<file path="config.mk">
export PLATFORM = sky130hd
export DESIGN_NAME = sar_seq_top
export DESIGN_NICKNAME = d
export VERILOG_FILES = /design/src/rtl/sar_pkg.sv /design/src/rtl/sar_prescaler.sv /design/src/rtl/sar_sequencer.sv /design/src/rtl/sar_datapath.sv /design/src/rtl/sar_seq_top.sv
export SDC_FILE = /design/constraint.sdc
export NUM_CORES = 1
export LEC_CHECK = 0
export BUFFER_PORTS_ARGS = -buffer_cell sky130_fd_sc_hd__buf_2
export CAP_MARGIN = 10
export CORE_UTILIZATION = 60
export DETAILED_ROUTE_END_ITERATION = 8
export GPL_TIMING_DRIVEN = 1
export PLACE_DENSITY = 0.9
export SYNTH_ARGS = -nofsm -noshare
export SYNTH_HDL_FRONTEND = slang
export SYNTH_SLANG_ARGS = --single-unit
</file>
<file path="constraint.sdc">
create_clock -name clk -period 6.31 [get_ports clk]
set_input_delay 0.3155 -clock clk [delete_from_list [all_inputs] [get_ports clk]]
set_output_delay 0.3155 -clock clk [all_outputs]
set_load 0.02 [all_outputs]
</file>
<file path="src/rtl/sar_pkg.sv">
package sar_pkg;

    typedef enum logic [1:0] {
        PH_RESET,
        PH_SAMPLE,
        PH_CONV,
        PH_LOAD
    } phase_t;

    typedef struct packed {
        logic busy;
        logic pd;
        logic corrupt;
    } seq_state_t;

    function automatic int total_steps(input int n_sample, input int n_bits);
        return 1 + n_sample + n_bits + 1;
    endfunction

    function automatic phase_t phase_of(input int step, input int n_sample, input int n_bits);
        if (step == 0)
            return PH_RESET;
        if (step <= n_sample)
            return PH_SAMPLE;
        if (step <= n_sample + n_bits)
            return PH_CONV;
        return PH_LOAD;
    endfunction

    // bit under trial for a conversion step, MSB first
    function automatic int bit_of(input int step, input int n_sample, input int n_bits);
        return n_sample + n_bits - step;
    endfunction

endpackage

</file>
<file path="src/rtl/sar_prescaler.sv">
module sar_prescaler #(
    parameter int DIV_W = 4
) (
    input  logic             clk,
    input  logic             rst,
    input  logic             load,
    input  logic [DIV_W-1:0] div_in,
    input  logic             clr,
    input  logic             run,
    output logic             tick
);
    logic [DIV_W-1:0] div_q;
    logic [DIV_W-1:0] cnt_q;
    logic [DIV_W-1:0] lim;

    assign lim  = (div_q == '0) ? '0 : div_q - 1'b1;
    assign tick = run && (cnt_q == lim);

    always_ff @(posedge clk) begin
        if (rst) begin
            div_q <= '0;
            cnt_q <= '0;
        end else begin
            if (load)
                div_q <= div_in;
            if (clr)
                cnt_q <= '0;
            else if (run)
                cnt_q <= (cnt_q == lim) ? '0 : cnt_q + 1'b1;
        end
    end

    // counter never passes the latched divide limit
    a_r4_cnt_bound: assert property (@(posedge clk) disable iff (rst)
        !load |-> cnt_q <= lim);

endmodule

</file>
<file path="src/rtl/sar_sequencer.sv">
module sar_sequencer
    import sar_pkg::*;
#(
    parameter int STEP_W = 5,
    parameter int LAST   = 16
) (
    input  logic              clk,
    input  logic              rst,
    input  logic              start,
    input  logic              halt,
    input  logic              tick,
    output logic              start_acc,
    output logic              restart,
    output logic              run,
    output seq_state_t        st,
    output logic [STEP_W-1:0] step
);
    localparam logic [STEP_W-1:0] LAST_STEP = STEP_W'(LAST);

    seq_state_t        st_q;
    logic [STEP_W-1:0] step_q;

    assign start_acc = start && !st_q.busy;
    assign restart   = st_q.busy && st_q.pd && !halt;
    assign run       = st_q.busy && !st_q.pd && !halt;
    assign st        = st_q;
    assign step      = step_q;

    always_ff @(posedge clk) begin
        if (rst) begin
            st_q   <= '0;
            step_q <= '0;
        end else if (start_acc) begin
            st_q.busy    <= 1'b1;
            st_q.pd      <= 1'b0;
            st_q.corrupt <= 1'b0;
            step_q       <= '0;
        end else if (st_q.busy) begin
            if (halt) begin
                st_q.pd      <= 1'b1;
                st_q.corrupt <= 1'b1;
            end else if (st_q.pd) begin
                st_q.pd <= 1'b0;
                step_q  <= '0;
            end else if (tick) begin
                if (step_q == LAST_STEP) begin
                    st_q.busy <= 1'b0;
                    step_q    <= '0;
                end else begin
                    step_q <= step_q + 1'b1;
                end
            end
        end
    end

    // busy only ends on the tick that closes the last step
    a_r1_end_on_last: assert property (@(posedge clk) disable iff (rst)
        $fell(st_q.busy) |-> $past(tick) && ($past(step_q) == LAST_STEP));

    // a halt during a conversion powers the sequence down
    a_r6_halt_pd: assert property (@(posedge clk) disable iff (rst)
        st_q.busy && halt && !start |=> st_q.pd && st_q.corrupt);

    // idle sequencer sits at step zero
    a_r5_idle_step: assert property (@(posedge clk) disable iff (rst)
        !st_q.busy |-> step_q == '0);

    // a start while busy never restarts the step counter
    a_r7_ignore_start: assert property (@(posedge clk) disable iff (rst)
        st_q.busy && !st_q.pd && !halt && !tick |=> $stable(step_q));

endmodule

</file>
<file path="src/rtl/sar_datapath.sv">
module sar_datapath
    import sar_pkg::*;
#(
    parameter int DATA_W   = 8,
    parameter int N_SAMPLE = 7,
    parameter int STEP_W   = 5
) (
    input  logic              clk,
    input  logic              rst,
    input  logic              clr,
    input  logic              tick,
    input  logic [STEP_W-1:0] step,
    input  logic              cmp_in,
    input  logic              corrupt,
    input  logic              bus_rd,
    output logic [DATA_W-1:0] dac_code,
    output logic [DATA_W-1:0] result,
    output logic              result_invalid,
    output logic              done_pulse,
    output logic              done_flag
);
    logic [DATA_W-1:0] sar_q;
    logic [DATA_W-1:0] sar_n;
    logic [DATA_W-1:0] result_q;
    logic              inval_q;
    logic              done_p_q;
    logic              done_f_q;
    phase_t            ph;
    int                bi;
    logic              is_load;

    assign ph      = phase_of(int'(step), N_SAMPLE, DATA_W);
    assign bi      = bit_of(int'(step), N_SAMPLE, DATA_W);
    assign is_load = tick && (ph == PH_LOAD);

    always_comb begin
        sar_n = sar_q;
        for (int b = 0; b < DATA_W; b++) begin
            if (b == bi && !cmp_in)
                sar_n[b] = 1'b0;
            if (b == bi - 1)
                sar_n[b] = 1'b1;
        end
    end

    always_ff @(posedge clk) begin
        if (rst) begin
            sar_q    <= '0;
            result_q <= '0;
            inval_q  <= 1'b0;
            done_p_q <= 1'b0;
            done_f_q <= 1'b0;
        end else begin
            done_p_q <= 1'b0;
            if (clr) begin
                sar_q <= '0;
            end else if (tick) begin
                case (ph)
                    PH_SAMPLE: if (int'(step) == N_SAMPLE)
                                   sar_q <= {1'b1, {(DATA_W-1){1'b0}}};
                    PH_CONV:   sar_q <= sar_n;
                    default:   ;
                endcase
            end
            if (is_load) begin
                result_q <= sar_q;
                inval_q  <= corrupt;
                done_p_q <= 1'b1;
                done_f_q <= 1'b1;
            end else if (bus_rd) begin
                done_f_q <= 1'b0;
            end
        end
    end

    assign dac_code       = sar_q;
    assign result         = result_q;
    assign result_invalid = inval_q;
    assign done_pulse     = done_p_q;
    assign done_flag      = done_f_q;

    // result holds except on the load edge
    a_r3_result_stable: assert property (@(posedge clk) disable iff (rst)
        !is_load |=> $stable(result_q));

    // the done pulse lasts one cycle and comes with the flag
    a_r8_pulse_flag: assert property (@(posedge clk) disable iff (rst)
        done_p_q |-> done_f_q);
    a_r8_pulse_single: assert property (@(posedge clk) disable iff (rst)
        done_p_q |=> !done_p_q);

endmodule

</file>
<file path="src/rtl/sar_seq_top.sv">
module sar_seq_top
    import sar_pkg::*;
#(
    parameter int DATA_W   = 8,
    parameter int N_SAMPLE = 7,
    parameter int DIV_W    = 4
) (
    input  logic              clk,
    input  logic              rst,
    input  logic              start,
    input  logic [DIV_W-1:0]  div_val,
    input  logic              halt,
    input  logic              cmp_in,
    input  logic              bus_rd,
    output logic              busy,
    output logic              adc_tick,
    output logic              sample_en,
    output logic [DATA_W-1:0] dac_code,
    output logic [DATA_W-1:0] result,
    output logic              result_invalid,
    output logic              done_pulse,
    output logic              done_flag
);
    localparam int TOTAL  = total_steps(N_SAMPLE, DATA_W);
    localparam int STEP_W = $clog2(TOTAL);

    logic              start_acc;
    logic              restart;
    logic              run;
    logic              tick;
    seq_state_t        st;
    logic [STEP_W-1:0] step;
    phase_t            ph;

    sar_prescaler #(.DIV_W(DIV_W)) u_presc (
        .clk    (clk),
        .rst    (rst),
        .load   (start_acc),
        .div_in (div_val),
        .clr    (start_acc || restart),
        .run    (run),
        .tick   (tick)
    );

    sar_sequencer #(.STEP_W(STEP_W), .LAST(TOTAL - 1)) u_seq (
        .clk       (clk),
        .rst       (rst),
        .start     (start),
        .halt      (halt),
        .tick      (tick),
        .start_acc (start_acc),
        .restart   (restart),
        .run       (run),
        .st        (st),
        .step      (step)
    );

    sar_datapath #(.DATA_W(DATA_W), .N_SAMPLE(N_SAMPLE), .STEP_W(STEP_W)) u_dp (
        .clk            (clk),
        .rst            (rst),
        .clr            (start_acc || restart),
        .tick           (tick),
        .step           (step),
        .cmp_in         (cmp_in),
        .corrupt        (st.corrupt),
        .bus_rd         (bus_rd),
        .dac_code       (dac_code),
        .result         (result),
        .result_invalid (result_invalid),
        .done_pulse     (done_pulse),
        .done_flag      (done_flag)
    );

    assign ph        = phase_of(int'(step), N_SAMPLE, DATA_W);
    assign busy      = st.busy;
    assign adc_tick  = tick;
    assign sample_en = run && (ph == PH_SAMPLE);

    // analog switch closes only inside a running conversion
    a_r2_sample_busy: assert property (@(posedge clk) disable iff (rst)
        sample_en |-> busy && !halt);

    // no converter ticks while idle
    a_r5_no_idle_tick: assert property (@(posedge clk) disable iff (rst)
        !busy |-> !adc_tick);

endmodule

</file>
# Word level (Yosys, flattened, before mapping)
# Index checks and enable logic that the tools add are counted.
[classes] n_addsub=5 n_lt_le_gt_ge=2 n_eq_ne=29 mux=46 n_bitwise=1 reduce_logical=40
[op_table] cell="4-bit by 32-bit equality test with 1-bit output, first input constant" n=8
[op_table] cell="3-bit by 32-bit equality test with 1-bit output, first input constant" n=4
[op_table] cell="2-bit by 32-bit equality test with 1-bit output, first input constant" n=2
[op_table] cell="32-bit zero test" n=2
[op_table] cell="4-bit AND reduction" n=8
[op_table] cell="32-bit by 2-bit subtractor with 32-bit output, second input constant" n=1
[op_table] cell="1-bit two-way mux" n=31
[op_table] cell="3-bit by 1-bit inequality test with 1-bit output, second input constant" n=8
[op_table] cell="1-bit logical AND" n=16
[op_table] cell="8-bit case mux with 2 select lines" n=1
[op_table] cell="5-bit two-way mux" n=3
[op_table] cell="2-bit two-way mux" n=6
[op_table] cell="4-bit two-way mux" n=2
[op_table] cell="8-bit two-way mux" n=1
[op_table] cell="3-bit two-way mux" n=2
[op_table] cell="2-bit nonzero test" n=3
[op_table] cell="4-bit by 5-bit subtractor with 6-bit output, first input constant" n=1
[op_table] cell="5-bit by 1-bit adder with 5-bit output, second input constant" n=1
[op_table] cell="5-bit by 4-bit equality test with 1-bit output, second input constant" n=1
[op_table] cell="5-bit equality test, second input constant" n=1
[op_table] cell="5-bit by 3-bit less-or-equal comparator with 1-bit output, second input constant" n=1
[op_table] cell="5-bit by 4-bit less-or-equal comparator with 1-bit output, second input constant" n=1
[op_table] cell="5-bit zero test" n=1
[op_table] cell="4-bit by 1-bit adder with 4-bit output, second input constant" n=1
[op_table] cell="other kinds (12)" n=17
[totals] regBits=35 in_bits=10 output_inout_bits=22 word_cells=141

# Depth between registers and ports, before layout
[depth] word_depth=11 mapped_depth=12 depth_no_buf=10

# Hierarchy
# From an unflattened synthesis, not the netlist that was laid out.
[unflattened] hier_cells=237 hier_area_um2=1906.8
[modules_own_cells] mod="sar_datapath" n_inst=1 cells_per_inst=119 area_each_um2=937.1
[modules_own_cells] mod="sar_prescaler" n_inst=1 cells_per_inst=60 area_each_um2=493.0
[modules_own_cells] mod="sar_sequencer" n_inst=1 cells_per_inst=55 area_each_um2=450.4
[modules_own_cells] mod="sar_seq_top" n_inst=1 cells_per_inst=3 area_each_um2=26.3

# Worst setup path before layout
# No wires, ideal clock.
[synth_timing] path_type="register to register" start="reg u_seq.step_q[3] (netlist: u_seq.step[3])" end="reg u_dp.sar_q[3] (netlist: u_dp.dac_code[3])" setup_time_ns=0.126 arrival_ns=2.477 t_required_ns=6.184 setup_slack_ns=3.706 stages_incl_launch_ff=13 period_less_slack_ns=2.604 path_cell_list="dfxtp_1 > clkbuf_1 > nor2b_1 > clkbuf_1 > nand3_1 > ha_1 > nor4_1 > nand3_1 > nor2_1 > clkbuf_1 > a31oi_1 > o211ai_1 > o21ai_0"
[synth_between] elab_chain_len=10 elab_cells_between_ends=28 classes_between="add/sub (2); order compare (2); eq/ne (7); mux (13); reduce/logical (4)"
[synth_rtl] item="from (decl)" line="sar_sequencer.sv:21" source="logic [STEP_W-1:0] step_q;"
[synth_rtl] item="from (signal assigned)" line="sar_sequencer.sv:50" source="step_q <= step_q + 1'b1;"
[synth_rtl] item="branches (longest 10 deep; another with 32-bit by 2-bit subtractor with 32-bit output)"
[synth_rtl] item="to (signal assigned)" line="sar_datapath.sv:60" source="sar_q <= {1'b1, {(DATA_W-1){1'b0}}};"
[synth_rtl] item="to (signal assigned)" line="sar_datapath.sv:61" source="PH_CONV: sar_q <= sar_n;"
[synth_rtl] item="to (decl)" line="sar_datapath.sv:22" source="logic [DATA_W-1:0] sar_q;"
# Several ways; the timed one is not identified. The select of a mux whose other input is x is not followed.
# A chain may end at the register's enable or synchronous reset.

# Worst setup path after layout
[layout_timing] start="reg u_seq.step_q[3] (netlist: u_seq.step[3])" end="reg u_dp.sar_q[2] (netlist: u_dp.dac_code[2])"
# Same word-level chain as after synthesis.

==> impl_metrics.json <==
{
  "fin_cells": 321,
  "syn2layout_area_growth_pct": 10.5,
  "ir_drop_uv": 135,
  "vias": 1884,
  "regArea_um2": 701,
  "fill_cells": 242,
  "post-place-cells": 313,
  "dr.pass1.iters": 5,
  "syn_nets": 272,
  "dieWidth_um": 60.7,
  "cts_setup_buffers": 0,
  "drt-wirelength-per-cell_um": 13.7,
  "rsz0062_at_grt": "false",
  "p_leak_nw": 0.905,
  "grt_use_met2_pct": 41.9,
  "start_kind": "flop",
  "dieArea_um2": 3690,
  "fin_crit_sh_pct": 49.6,
  "ant_nets": 0,
  "finalHoldViolations": 0,
  "maxSlewViolCount": 0,
  "avgSynthCellArea_um2": 8.31,
  "slew-limit-headroom_pct": 46.6,
  "hold_ws_ps": 220,
  "cts_max_level": 2,
  "num_rows": 20,
  "grtUsageMet3_pct": 4.90,
  "multi_input_area_um2": 1280,
  "drc": 0,
  "grt_pass1_wl_um": 7370,
  "antenna_found_initial": 0,
  "drive_above_1_share_pct": 17.3,
  "met1_usage_pct": 35.5,
  "syn_area_um2": 2070,
  "ioPinCount": 32,
  "netlist_instances": 249,
  "synthFlopType": "dfxtp_1",
  "place_area_um2": 2230,
  "max_stage_delay_ps": 640,
  "grt_pass1_vias": 1673,
  "cp-end-kind": "flop",
  "grt_busiest_layer": "met2",
  "cts-root-buf": "clkbuf_4",
  "ctsHoldBuffers": 0,
  "track_usage_pct": 26.7,
  "vias_per_cell": 5.87,
  "crit_family": "simple AND/OR/NAND/NOR gates",
  "clkSlewWorstSetupHoldPaths_ps": 100,
  "fmax_mhz": 320,
  "fin_nets": 299,
  "outcome": "finished, final reports clean",
  "numPortBuffers": 31,
  "grt_max_degree": 18,
  "core_um2": 3150,
  "drt_iter0_markers": 112,
  "post-place-ws_ps": 3270,
  "cts_made_buffers": 5,
  "slowest_stage": "nor2b_1",
  "yosysMostFrequentCell": "dfxtp_1",
  "hold_path.class": "primary input to flop",
  "initial_utilization_pct": 65.6,
  "final_area_um2": 2290,
  "yosysWarningCount": 0,
  "cts_tree": "built",
  "period_minus_slack_ps": 3130,
  "fin_setup_tns_ps": 0,
  "power_density_nw_per_um2": 170,
  "antenna_cells": 0,
  "synth.area.top_cells": "dfxtp_1 34%, ha_1 7.9%, mux2i_1 7.3%",
  "final.setup_skew_ps": 1.61,
  "tightest_slew_ps": 793,
  "yosysTopAreaCellShare_pct": 33.9,
  "synth_top_area_cell": "dfxtp_1",
  "yosys_register_bits": 35,
  "synth_cell_types": 47,
  "dieHeight_um": 60.7,
  "routed_wl_um": 4410,
  "clock_sinks": 35,
  "critPathKind": "flop to flop",
  "place_congestion": 0.928,
  "critPathBufInv": 0,
  "crit_fanout": 13,
  "clock_latency_ps": 330,
  "cpMostUsedCell": "nand3_1",
  "postCtsResizedCells": 0,
  "synth_edf_count": 0,
  "finalWorstSetupSlack_ps": 3180,
  "hpwl_um": 3340,
  "synthArstFlopShare_pct": 0,
  "crit_required_ps": 6570,
  "synth_common_cells": "35 x dfxtp_1, 29 x nor2_1, 20 x nand2_1, 20 x o21ai_0, 15 x mux2i_1",
  "cp_cell_sequence": "nor2b_1 -> nand3_1 -> ha_1 -> nor4_1 -> nand3_1 -> nor2_1 -> and3_1 -> nand3b_1 -> o21ai_0",
  "setup_viol": 0,
  "drv_cap": 0,
  "worstPathArrival_ps": 3390,
  "yosysSeqAreaShare_pct": 33.9,
  "clock_path_buffers": 2,
  "grt-ovfl-total": 0
}
-- cell type report --
class | count | share of cell area [%]
Multi-Input combinational cell | 193 | 56.0
Tap cell | 44 | 2.41
Timing Repair Buffer | 32 | 7.11
Clock buffer | 6 | 1.81
Inverter | 9 | 1.48
Sequential cell | 35 | 30.6
Clock inverter | 2 | 0.547
-- path summary, 6_finish.rpt --
path                                         end      startpoint  cells past startpoint  slack, ps
worst min-delay path            u_presc.div_q[3]      div_val[3]                      3        220
worst max-delay path            u_dp.dac_code[2]   u_seq.step[3]                      9       3180
worst max register to register  u_dp.dac_code[2]   u_seq.step[3]                      9       3180
worst min register to register    u_dp.done_flag  u_dp.done_flag                      2        480
-- worst reg2reg max path, stage by stage (launching register included) --
cell      delay [ps]
dfxtp_1          480
nor2b_1          640
nand3_1          160
ha_1             310
nor4_1           280
nand3_1          120
nor2_1           460
and3_1           260
nand3b_1         130
o21ai_0          210
-- flip-flops by register name, summed over array words and instances, names as in the netlist --
signal               cells
u_dp.dac_code            8
u_dp.done_flag           1
u_dp.done_pulse          1
u_dp.result              8
u_dp.result_invalid      1
u_presc.cnt_q            4
u_presc.div_q            4
u_seq.st                 3
u_seq.step               5
-- stage by stage --
stage	power (mW)	utilization (%)
floorplan	0.266	-
global placement	0.275	70.8
detailed placement	0.277	70.8
CTS	0.389	72.5
global route	0.406	72.5
finish	0.388	72.5
-- layer usage --
| metal | share of wire, % | up-vias | routed length [µm] |
|---|---|---|---|
| met4 | 2.0 | 0 | 86 |
| met5 | 0 | - | 0 |
| met3 | 4.9 | 10 | 214 |
| met2 | 46 | 52 | 2010 |
| li1 | - | 945 | - |
| met1 | 48 | 877 | 2090 |
-- where the power goes --
part           leakage (nW)  internal [mW]  total (mW)  switching (mW)
sequential            0.283          0.224       0.230         0.00641
combinational         0.593         0.0163      0.0420          0.0257
clock                0.0282         0.0429       0.116          0.0728
total                 0.905          0.283       0.388           0.105
-- cells by family (layout without fill, tap and decap cells) --
kind of cell	after synthesis	after routing	synth area share [%]
AO/OA/AOI/OAI	64	64	20.7
XOR/XNOR	3	3	1.27
adder cells (fa/ha/maj)	13	13	7.86
buffers and inverters	21	49	4.23
flip-flops	35	35	33.9
multiplexers	15	15	7.25
AND/OR/NAND/NOR	98	98	24.8
-- placed cells by master (no fill, tap or decap), types with 3 or more instances in the layout --
cell type / instances
nand3_1: 8
a21oi_1: 14
mux2i_1: 15
nor2_1: 29
and2_1: 3
ha_1: 13
nor2b_1: 4
a21o_1: 4
nor3_1: 4
nand2b_1: 8
xor2_1: 3
nor4_1: 4
buf_2: 31
dfxtp_1: 35
o211ai_1: 7
a31oi_1: 7
clkbuf_4: 5
nand2_1: 20
inv_1: 9
o21ai_0: 20
Note: power is estimated with default switching activity, not from simulation.
